===== src/rtl/itm_pkg.sv =====
package itm_pkg;

    typedef enum logic [1:0] {
        SEL_SLOW = 2'b00,
        SEL_MID  = 2'b01,
        SEL_FAST = 2'b10,
        SEL_HALT = 2'b11
    } clk_sel_e;

    typedef enum logic [1:0] {
        ADR_COUNT = 2'd0,
        ADR_CMP   = 2'd1,
        ADR_CTRL  = 2'd2,
        ADR_NONE  = 2'd3
    } reg_adr_e;

    typedef struct packed {
        clk_sel_e   sel;
        logic [1:0] mode;
        logic       ovf_en;
        logic       match_en;
    } ctrl_t;

    localparam logic [1:0] MODE_INTERVAL = 2'b00;
    localparam int         CTL_CLR_BIT   = 3;

endpackage


===== src/rtl/itm_prescaler.sv =====
module itm_prescaler
    import itm_pkg::*;
#(
    parameter int SLOW_LOG = 12,
    parameter int MID_LOG  = 8,
    parameter int FAST_LOG = 3
) (
    input  logic     clk,
    input  logic     rst_n,
    input  logic     tick_i,
    input  logic     clr_i,
    input  clk_sel_e sel_i,
    output logic     pulse_o
);
    localparam int PRE_W   = SLOW_LOG;
    localparam int NUM_TAP = 3;

    typedef struct packed {
        logic [PRE_W-1:0] pre;
    } pre_state_t;

    pre_state_t s_d, s_q;
    logic [NUM_TAP-1:0] tap_hit;

    for (genvar g = 0; g < NUM_TAP; g++) begin : g_tap
        localparam int L = (g == 0) ? SLOW_LOG : ((g == 1) ? MID_LOG : FAST_LOG);
        assign tap_hit[g] = &s_q.pre[L-1:0];
    end

    always_comb begin
        s_d = s_q;
        if (clr_i) begin
            s_d.pre = '0;
        end else if (tick_i) begin
            s_d.pre = s_q.pre + 1'b1;
        end
        case (sel_i)
            SEL_SLOW: pulse_o = tick_i && tap_hit[0];
            SEL_MID:  pulse_o = tick_i && tap_hit[1];
            SEL_FAST: pulse_o = tick_i && tap_hit[2];
            default:  pulse_o = 1'b0;
        endcase
    end

    always_ff @(posedge clk or negedge rst_n) begin
        if (!rst_n) s_q <= '0;
        else        s_q <= s_d;
    end

endmodule


===== src/rtl/itm_counter.sv =====
module itm_counter #(
    parameter int CNT_W = 8
) (
    input  logic             clk,
    input  logic             rst_n,
    input  logic             pulse_i,
    input  logic             clr_i,
    input  logic             load_i,
    input  logic [CNT_W-1:0] load_val_i,
    input  logic [CNT_W-1:0] cmp_i,
    input  logic             match_mode_i,
    input  logic             match_en_i,
    input  logic             ovf_en_i,
    output logic [CNT_W-1:0] cnt_o,
    output logic             match_irq_o,
    output logic             ovf_irq_o
);
    localparam logic [CNT_W-1:0] CNT_MAX = '1;

    typedef struct packed {
        logic [CNT_W-1:0] cnt;
        logic             mirq;
        logic             oirq;
    } cnt_state_t;

    cnt_state_t s_d, s_q;

    always_comb begin
        s_d      = s_q;
        s_d.mirq = 1'b0;
        s_d.oirq = 1'b0;
        if (clr_i) begin
            s_d.cnt = '0;
        end else if (load_i) begin
            s_d.cnt = load_val_i;
        end else if (pulse_i) begin
            if (match_mode_i && (s_q.cnt == cmp_i)) begin
                s_d.cnt  = '0;
                s_d.mirq = match_en_i;
            end else begin
                s_d.cnt  = s_q.cnt + 1'b1;
                s_d.oirq = ovf_en_i && (s_q.cnt == CNT_MAX);
            end
        end
    end

    always_ff @(posedge clk or negedge rst_n) begin
        if (!rst_n) s_q <= '0;
        else        s_q <= s_d;
    end

    assign cnt_o       = s_q.cnt;
    assign match_irq_o = s_q.mirq;
    assign ovf_irq_o   = s_q.oirq;

endmodule


===== src/rtl/itm_regs.sv =====
module itm_regs
    import itm_pkg::*;
#(
    parameter int               DATA_W  = 8,
    parameter logic [DATA_W-1:0] CMP_RST = '1
) (
    input  logic              clk,
    input  logic              rst_n,
    input  logic              wr_i,
    input  logic [1:0]        addr_i,
    input  logic [DATA_W-1:0] wdata_i,
    output ctrl_t             ctrl_o,
    output logic [DATA_W-1:0] cmp_o,
    output logic              clr_o,
    output logic              load_o
);
    typedef struct packed {
        ctrl_t             ctl;
        logic [DATA_W-1:0] cmp;
    } reg_state_t;

    reg_state_t s_d, s_q;

    always_comb begin
        s_d    = s_q;
        clr_o  = 1'b0;
        load_o = 1'b0;
        if (wr_i) begin
            case (reg_adr_e'(addr_i))
                ADR_COUNT: load_o = 1'b1;
                ADR_CMP:   s_d.cmp = wdata_i;
                ADR_CTRL: begin
                    s_d.ctl.sel      = clk_sel_e'(wdata_i[7:6]);
                    s_d.ctl.mode     = wdata_i[5:4];
                    s_d.ctl.ovf_en   = wdata_i[1];
                    s_d.ctl.match_en = wdata_i[0];
                    clr_o            = wdata_i[CTL_CLR_BIT];
                end
                default: ;
            endcase
        end
    end

    always_ff @(posedge clk or negedge rst_n) begin
        if (!rst_n) begin
            s_q.ctl <= '0;
            s_q.cmp <= CMP_RST;
        end else begin
            s_q <= s_d;
        end
    end

    assign ctrl_o = s_q.ctl;
    assign cmp_o  = s_q.cmp;

endmodule


===== src/rtl/interval_match_timer.sv =====
module interval_match_timer
    import itm_pkg::*;
#(
    parameter int SLOW_LOG = 12,
    parameter int MID_LOG  = 8,
    parameter int FAST_LOG = 3,
    parameter int CNT_W    = 8
) (
    input  logic             clk,
    input  logic             rst_n,
    input  logic             tick_i,
    input  logic             reg_wr_i,
    input  logic [1:0]       reg_addr_i,
    input  logic [CNT_W-1:0] reg_wdata_i,
    output logic [CNT_W-1:0] reg_rdata_o,
    output logic             match_irq_o,
    output logic             ovf_irq_o
);
    ctrl_t            ctl_q;
    logic [CNT_W-1:0] cmp_q;
    logic [CNT_W-1:0] cnt_q;
    logic             clr_s;
    logic             load_s;
    logic             pulse_s;

    itm_regs #(.DATA_W(CNT_W), .CMP_RST({CNT_W{1'b1}})) regs_i (
        .clk     (clk),
        .rst_n   (rst_n),
        .wr_i    (reg_wr_i),
        .addr_i  (reg_addr_i),
        .wdata_i (reg_wdata_i),
        .ctrl_o  (ctl_q),
        .cmp_o   (cmp_q),
        .clr_o   (clr_s),
        .load_o  (load_s)
    );

    itm_prescaler #(.SLOW_LOG(SLOW_LOG), .MID_LOG(MID_LOG), .FAST_LOG(FAST_LOG)) pre_i (
        .clk     (clk),
        .rst_n   (rst_n),
        .tick_i  (tick_i),
        .clr_i   (clr_s),
        .sel_i   (ctl_q.sel),
        .pulse_o (pulse_s)
    );

    itm_counter #(.CNT_W(CNT_W)) cnt_i (
        .clk          (clk),
        .rst_n        (rst_n),
        .pulse_i      (pulse_s),
        .clr_i        (clr_s),
        .load_i       (load_s),
        .load_val_i   (reg_wdata_i),
        .cmp_i        (cmp_q),
        .match_mode_i (ctl_q.mode == MODE_INTERVAL),
        .match_en_i   (ctl_q.match_en),
        .ovf_en_i     (ctl_q.ovf_en),
        .cnt_o        (cnt_q),
        .match_irq_o  (match_irq_o),
        .ovf_irq_o    (ovf_irq_o)
    );

    always_comb begin
        reg_rdata_o = '0;
        case (reg_adr_e'(reg_addr_i))
            ADR_COUNT: reg_rdata_o = cnt_q;
            ADR_CMP:   reg_rdata_o = cmp_q;
            ADR_CTRL:  reg_rdata_o[7:0] = {ctl_q.sel, ctl_q.mode, 2'b00, ctl_q.ovf_en, ctl_q.match_en};
            default:   reg_rdata_o = '0;
        endcase
    end

endmodule


===== config.mk =====
export PLATFORM = sky130hd
export DESIGN_NAME = interval_match_timer
export DESIGN_NICKNAME = d
export VERILOG_FILES = /design/src/rtl/itm_pkg.sv /design/src/rtl/itm_prescaler.sv /design/src/rtl/itm_counter.sv /design/src/rtl/itm_regs.sv /design/src/rtl/interval_match_timer.sv
export SDC_FILE = /design/constraint.sdc
export NUM_CORES = 1
export LEC_CHECK = 0
export BUFFER_PORTS_ARGS = -buffer_cell sky130_fd_sc_hd__buf_4
export CAP_MARGIN = 10
export CORE_UTILIZATION = 58
export DETAILED_ROUTE_END_ITERATION = 8
export GPL_ROUTABILITY_DRIVEN = 1
export PLACE_DENSITY = 0.76
export SLEW_MARGIN = 20
export SYNTH_ARGS = -nofsm -noshare
export SYNTH_HDL_FRONTEND = slang
export SYNTH_SLANG_ARGS = --single-unit

===== constraint.sdc =====
create_clock -name clk -period 2.8 [get_ports clk]
set_input_delay 0.56 -clock clk [delete_from_list [all_inputs] [get_ports clk]]
set_output_delay 0.56 -clock clk [all_outputs]
set_load 0.02 [all_outputs]

# Yosys cells after proc, flatten, opt, wreduce, memory -nomap -nowiden
# Index checks and enable logic that the tools add are counted.
[totals] regBits=36 input_bits=14 elab_cells=48
[classes] addsub=2 n_eq_ne=6 mux=16 n_reduce_logical=15
[op_table] operator="12-bit two-way mux" count=2
[op_table] operator="8-bit two-way mux" count=3
[op_table] operator="8-bit one-hot mux with 3 select lines" count=1
[op_table] operator="12-bit by 1-bit adder with 12-bit output (second input constant)" count=1
[op_table] operator="12-bit AND reduction" count=1
[op_table] operator="10-bit two-way mux" count=1
[op_table] operator="8-bit by 1-bit adder with 8-bit output (second input constant)" count=1
[op_table] operator="8-bit equality test" count=1
[op_table] operator="8-bit equality test (second input constant)" count=1
[op_table] operator="8-bit AND reduction" count=1
[op_table] operator="2-bit logical NOT" count=3
[op_table] operator="1-bit two-way mux" count=6
[op_table] operator="1-bit logical AND" count=5
[op_table] operator="2-bit by 1-bit equality test with 1-bit output (second input constant)" count=2
[op_table] operator="2-bit equality test (second input constant)" count=2
[op_table] operator="2-bit two-way mux" count=2
[op_table] operator="2-bit AND reduction" count=2
[op_table] operator="1-bit one-hot mux with 3 select lines" count=1
[op_table] operator="3-bit AND reduction" count=1
[op_table] operator="3-bit nonzero test" count=1
[op_table] operator="2-bit nonzero test" count=1

# Logic depth before layout (Yosys ltp)
[logic_depth] depth_word=6 depth_mapped=9 mapped_depth_nobuf=8

# By module
# From an unflattened synthesis, not the netlist that was laid out.
[unflattened] cells_unflattened=205 area_unflattened_um2=2165.8
[modules_own_cells] mod="itm_prescaler" n_inst=1 cells_each=75 area_per_inst_um2=721.9 seq_area_each_um2=300.3
[modules_own_cells] mod="itm_counter" n_inst=1 cells_each=77 area_per_inst_um2=690.7 seq_area_each_um2=250.2
[modules_own_cells] mod="itm_regs" n_inst=1 cells_each=33 area_per_inst_um2=573.0 seq_area_each_um2=360.3
[modules_own_cells] mod="interval_match_timer" n_inst=1 cells_each=20 area_per_inst_um2=180.2 seq_area_each_um2=0.0

# Least setup slack after synthesis
# OpenSTA, ideal clock, no wires.
[synth_timing] path_kind="register -> register" startpoint="register pre_i.s_q[0] (netlist name)" endpoint="register cnt_i.s_q, in the netlist cnt_i.cnt_o[7]" setup_ns=0.126 arrival_ns=1.816 required_ns=2.674 path_slack_ns=0.858 stages_incl_launch_ff=9 path_buffers=1 synth_period_minus_slack_ns=1.942 path_cell_list="dfrtp_1 -> ha_1 -> ha_1 -> nand2_1 -> nor2_1 -> o31ai_2 -> buf_6 -> nor2_2 -> a221o_1"
[synth_via] elab_chain_cells=4 word_cells_on_any_way=8 cone_classes="mux (1); reduce/logical (7)"
[synth_rtl] element="from (decl)" line="itm_prescaler.sv:22" source="pre_state_t s_d, s_q;"
[synth_rtl] element="from (signal assigned)" line="itm_prescaler.sv:46" source="if (!rst_n) s_q <= '0;"
[synth_rtl] element="from (signal assigned)" line="itm_prescaler.sv:47" source="else s_q <= s_d;"
[synth_rtl] element="12-bit AND reduction (tied with other cells)" line="itm_prescaler.sv:27" source="assign tap_hit[g] = &s_q.pre[L-1:0];"
[synth_rtl] element="1-bit logical AND (on tied branches)" line="itm_prescaler.sv:38, itm_prescaler.sv:39, itm_prescaler.sv:40"
[synth_rtl] element="1-bit one-hot mux with 3 select lines *" line="itm_prescaler.sv:37" source="case (sel_i)"
[synth_rtl] element="3-bit nonzero test (no line) *"
[synth_rtl] element="to (signal assigned)" line="itm_counter.sv:48" source="if (!rst_n) s_q <= '0;"
[synth_rtl] element="to (signal assigned)" line="itm_counter.sv:49" source="else s_q <= s_d;"
[synth_rtl] element="to (decl)" line="itm_counter.sv:26" source="cnt_state_t s_d, s_q;"
# Every way passes the cells marked *; elsewhere a longest branch is shown, timed or not.
# A chain may end at the register's enable or synchronous reset.

# Worst setup path after layout
[layout_timing] startpoint="register cnt_i.s_q, in the netlist cnt_i.cnt_o[3]" endpoint="register cnt_i.s_q, in the netlist cnt_i.cnt_o[4]"
[layout_via] elab_chain_cells=6 word_cells_on_any_way=7 cone_classes="add/sub (1); eq/ne (1); mux (4); reduce/logical (1)"
[layout_rtl] element="parallel branches: the longest is 2 deep, another holds 8-bit by 1-bit adder with 8-bit output"
[layout_rtl] element="8-bit two-way mux *" line="itm_counter.sv:37" source="if (match_mode_i && (s_q.cnt == cmp_i)) begin"
[layout_rtl] element="10-bit two-way mux *" line="itm_counter.sv:36" source="end else if (pulse_i) begin"
[layout_rtl] element="8-bit two-way mux *" line="itm_counter.sv:34" source="end else if (load_i) begin"
[layout_rtl] element="8-bit two-way mux *" line="itm_counter.sv:32" source="if (clr_i) begin"
# Every way passes the cells marked *. The select of a mux whose other input is x is not followed.

==> impl_metrics.py <==
metrics = {
    "floorplan": {
        "start_util_pct": 62.7,
        "die_h_um": 63.0,
        "die-area_sq_mm": 0.00397,
        "core_area_sq_mm": 0.00344,
        "ios": 24,
        "die_x_um": 63.0,
        "rows": 21,
    },
    "place": {
        "place_congestion": 0.822,
        "hpwl_um": 3370,
        "port_buffers": 23,
        "placed_cell_area_sq_mm": 0.00236,
    },
    "synthesis": {
        "synth-main-ff-cell": "dfrtp_1",
        "ys_seq_area_share_pct": 42.2,
        "ys_types": 46,
        "synth_edf_count": 0,
        "syn_nets": 233,
        "synthesis.area_sq_mm": 0.00216,
        "yosys_warnings": 0,
        "synthArstFlopShare_pct": 100,
        "synth_area_per_cell_sq_um": 10.1,
        "ys_ff_latch": 36,
        "netlist_instances": 213,
    },
    "setup_path": {
        "worstReg2RegEnd": "cnt_i.cnt_o[4]",
        "arrival_ns": 2.27,
        "reg2reg_from": "cnt_i.cnt_o[3]",
        "worst_r2r_path_depth": 6,
        "cpMaxStageDelayCell": "nor3_4",
        "cp.required_ns": 2.97,
        "crit_path_start_kind": "register",
        "worst-path-stages": 6,
        "endpoint_kind": "register",
        "startpoint": "cnt_i.cnt_o[3]",
        "path_buf_inv": 0,
        "path_cells": "xor2_1 > or3_1 > nor3_4 > nor3_2 > a32oi_1 > a21oi_1",
        "cp_max_fo": 11,
        "crit_family": "simple AND/OR/NAND/NOR gates",
        "critPathMaxStageDelay_ns": 0.52,
        "r2r_slack_ns": 0.70,
        "worstSetupEndpoint": "cnt_i.cnt_o[4]",
        "path_class": "register to register",
    },
    "timing": {
        "min_period_ns": 2.10,
        "final-hold-violation-count": 0,
        "max_freq_mhz": 475,
        "rsz0062_at_grt": "no",
        "setup_viol": 0,
        "maxSlewViolCount": 0,
        "finClkSkew_ns": 0.00385,
        "timing.final.crit_share_pct": 75.2,
        "relSlewSlack_pct": 62.6,
        "worstMarginPinSlew_ns": 0.559,
        "setup_tns_ns": 0,
    },
    "clock_tree": {
        "cts_root_buf": "clkbuf_8",
        "post_cts_buffers": 0,
        "clk_latency_ns": 0.29,
        "cts_tree": "built",
        "cts_buffers": 5,
        "ctsResizeCount": 0,
        "cts_buffer_depth": 2,
        "cts-htree-levels": 2,
        "cts_hold_buf": 0,
        "clk_pin_slew_worst_paths_ns": 0.07,
        "clock_sinks": 36,
    },
    "cells_and_area": {
        "fill_cells": 274,
        "drive_gt1_share_pct": 29.0,
        "multi_input_area_sq_mm": 0.00116,
        "seq_area_sq_um": 911,
        "design_area_sq_mm": 0.00245,
        "syn_to_final_growth_pct": 13.6,
        "antenna_cells": 0,
        "finalNetCount": 257,
    },
    "grt": {
        "grt_max_degree": 37,
        "antenna_found_initial": 0,
        "grt_pass1_wl_um": 7730,
        "grt_overflow": 0,
        "grt_usage_pct": 25.6,
        "grt_pass1_vias": 1543,
    },
    "detailed_routing": {
        "wl_met2_um": 2040,
        "drt-met1-wl_um": 2180,
        "wl_per_cell_um": 15.9,
        "firstDrtPassIters": 5,
        "num_vias": 1678,
        "via_per_inst": 5.91,
        "drt_iter0_drc": 170,
        "topRoutingLayerUsed": "met4",
        "wl_um": 4500,
        "postRouteAntennaNets": 0,
        "drc": 0,
        "dr_wl_met3_um": 229,
    },
    "pwr": {
        "powerDensity_mw_per_mm2": 608,
        "p_leak_nw": 1.10,
        "peakVddDrop_mv": 0.413,
    },
    "job": {
        "drv_cap": 0,
    },
    "hold_path": {
        "hp-class": "input pin to async pin",
    },
    "run_status": {
        "outcome": "complete, no violations",
    },
}
-- power by group --
| group | switching (W) | internal (W) | total, W |
|---|---|---|---|
| Combinational | 0.000183 | 0.000181 | 0.000363 |
| Sequential | 0.000119 | 0.000627 | 0.000747 |
| Clock | 0.000180 | 0.000200 | 0.000380 |
| Total | 0.000482 | 0.00101 | 0.00149 |
-- cells in the mapped netlist (2+ instances only) --
cell      count  area (sq um)
a21oi_1       8          40.0
nor3_1        3          15.0
mux2_2       14           158
nor4_4        2          42.5
buf_2         3          15.0
ha_1          6          75.1
nor2_1       21          78.8
and3_1        5          31.3
nand4_1       4          25.0
nand3_1      12          60.1
or3_1         2          12.5
o21ai_0       8          40.0
nor3_2        3          30.0
xor2_1        6          52.6
nor4_1        3          18.8
nand2_1      16          60.1
mux2i_1      10           100
inv_1         6          22.5
clkbuf_1      4          15.0
o21ai_1       5          25.0
dfrtp_1      28           701
dfstp_2       8           210
xnor2_1      10          87.6
buf_6         2          22.5
a32oi_1       3          26.3
-- worst register-to-register path, cell delays in order, from the launching register on --
cell and delay, ns:
dfrtp_1 0.45, xor2_1 0.17, or3_1 0.36, nor3_4 0.52, nor3_2 0.16, a32oi_1 0.24, a21oi_1 0.09
-- registers in the layout (all words and copies together) (netlist names) --
signal,cells
pre_i.s_q,12
regs_i.ctrl_o,6
cnt_i.match_irq_o,1
cnt_i.ovf_irq_o,1
regs_i.cmp_o,8
cnt_i.cnt_o,8
-- per-stage QoR --
| stage | power, W | setup WS (ns) | utilization, % | cells | hold WS [ns] |
|---|---|---|---|---|---|
| final | 0.00149 | 0.695 | 71.2 | 284 | 0.213 |
| after global placement | 0.00109 | 0.776 | 68.5 | 276 | 0.523 |
| after detailed placement | 0.00112 | 0.711 | 68.5 | 276 | 0.531 |
| after floorplan | 0.000986 | 0.858 | - | 213 | 0.264 |
| after CTS | 0.00150 | 0.699 | 71.2 | 284 | 0.228 |
| after global routing | 0.00158 | 0.528 | 71.2 | 284 | 0.240 |
-- worst min-delay path by stage --
stage | end | slack, ns | depth (start not counted)
3_3_place_gp | regs_i.ctrl_o[3] | 0.52 | 1
3_5_place_dp | regs_i.ctrl_o[2] | 0.53 | 1
2_1_floorplan | cnt_i.cnt_o[0] | 0.26 | 0
4_1_cts | regs_i.ctrl_o[3] | 0.23 | 1
6_report | pre_i.s_q[6] | 0.21 | 1
5_1_grt | pre_i.s_q[6] | 0.24 | 1
-- layout make-up --
class	count	area share, %
inverters	6	0.919
repair buffers	27	8.27
flip-flops and latches	36	37.2
multi-input cells	161	47.5
well taps	46	2.35
clock inverters	1	0.306
clock buffers	7	3.52
-- cell usage in the layout, fill, tap and decap left out, types with 2 or more instances in the layout --
cell type | synthesis | layout
ha_1 | 6 | 6
nand4_1 | 4 | 4
dfrtp_1 | 28 | 28
a21oi_1 | 8 | 8
dfstp_2 | 8 | 8
xnor2_1 | 10 | 10
xor2_1 | 6 | 6
nand3_1 | 12 | 12
a32oi_1 | 3 | 3
inv_1 | 6 | 6
buf_4 | 1 | 27
nor4_4 | 2 | 2
and3_1 | 5 | 5
nor3_1 | 3 | 3
o21ai_0 | 8 | 8
nand2_1 | 16 | 16
mux2i_1 | 10 | 10
nor3_2 | 3 | 3
nor4_1 | 3 | 3
nor2_1 | 21 | 21
o21ai_1 | 5 | 5
clkbuf_8 | 0 | 6
or3_1 | 2 | 2
mux2_2 | 14 | 14
-- metal layers --
layer	track usage [%]	vias up
li1	-	807
met1	38.0	813
met2	37.4	50
met3	5.11	8
met4	7.85	0
met5	0	-
-- logic make-up after synthesis --
logic type	count (synthesis)	synth area share (%)
flops	36	42.2
xor+xnor	16	6.50
compound gates	32	9.28
simple gates	83	22.7
fa+ha+maj	6	3.48
mux	24	11.9
buf+inv	16	3.83
Power figures use the tool's default switching activity.
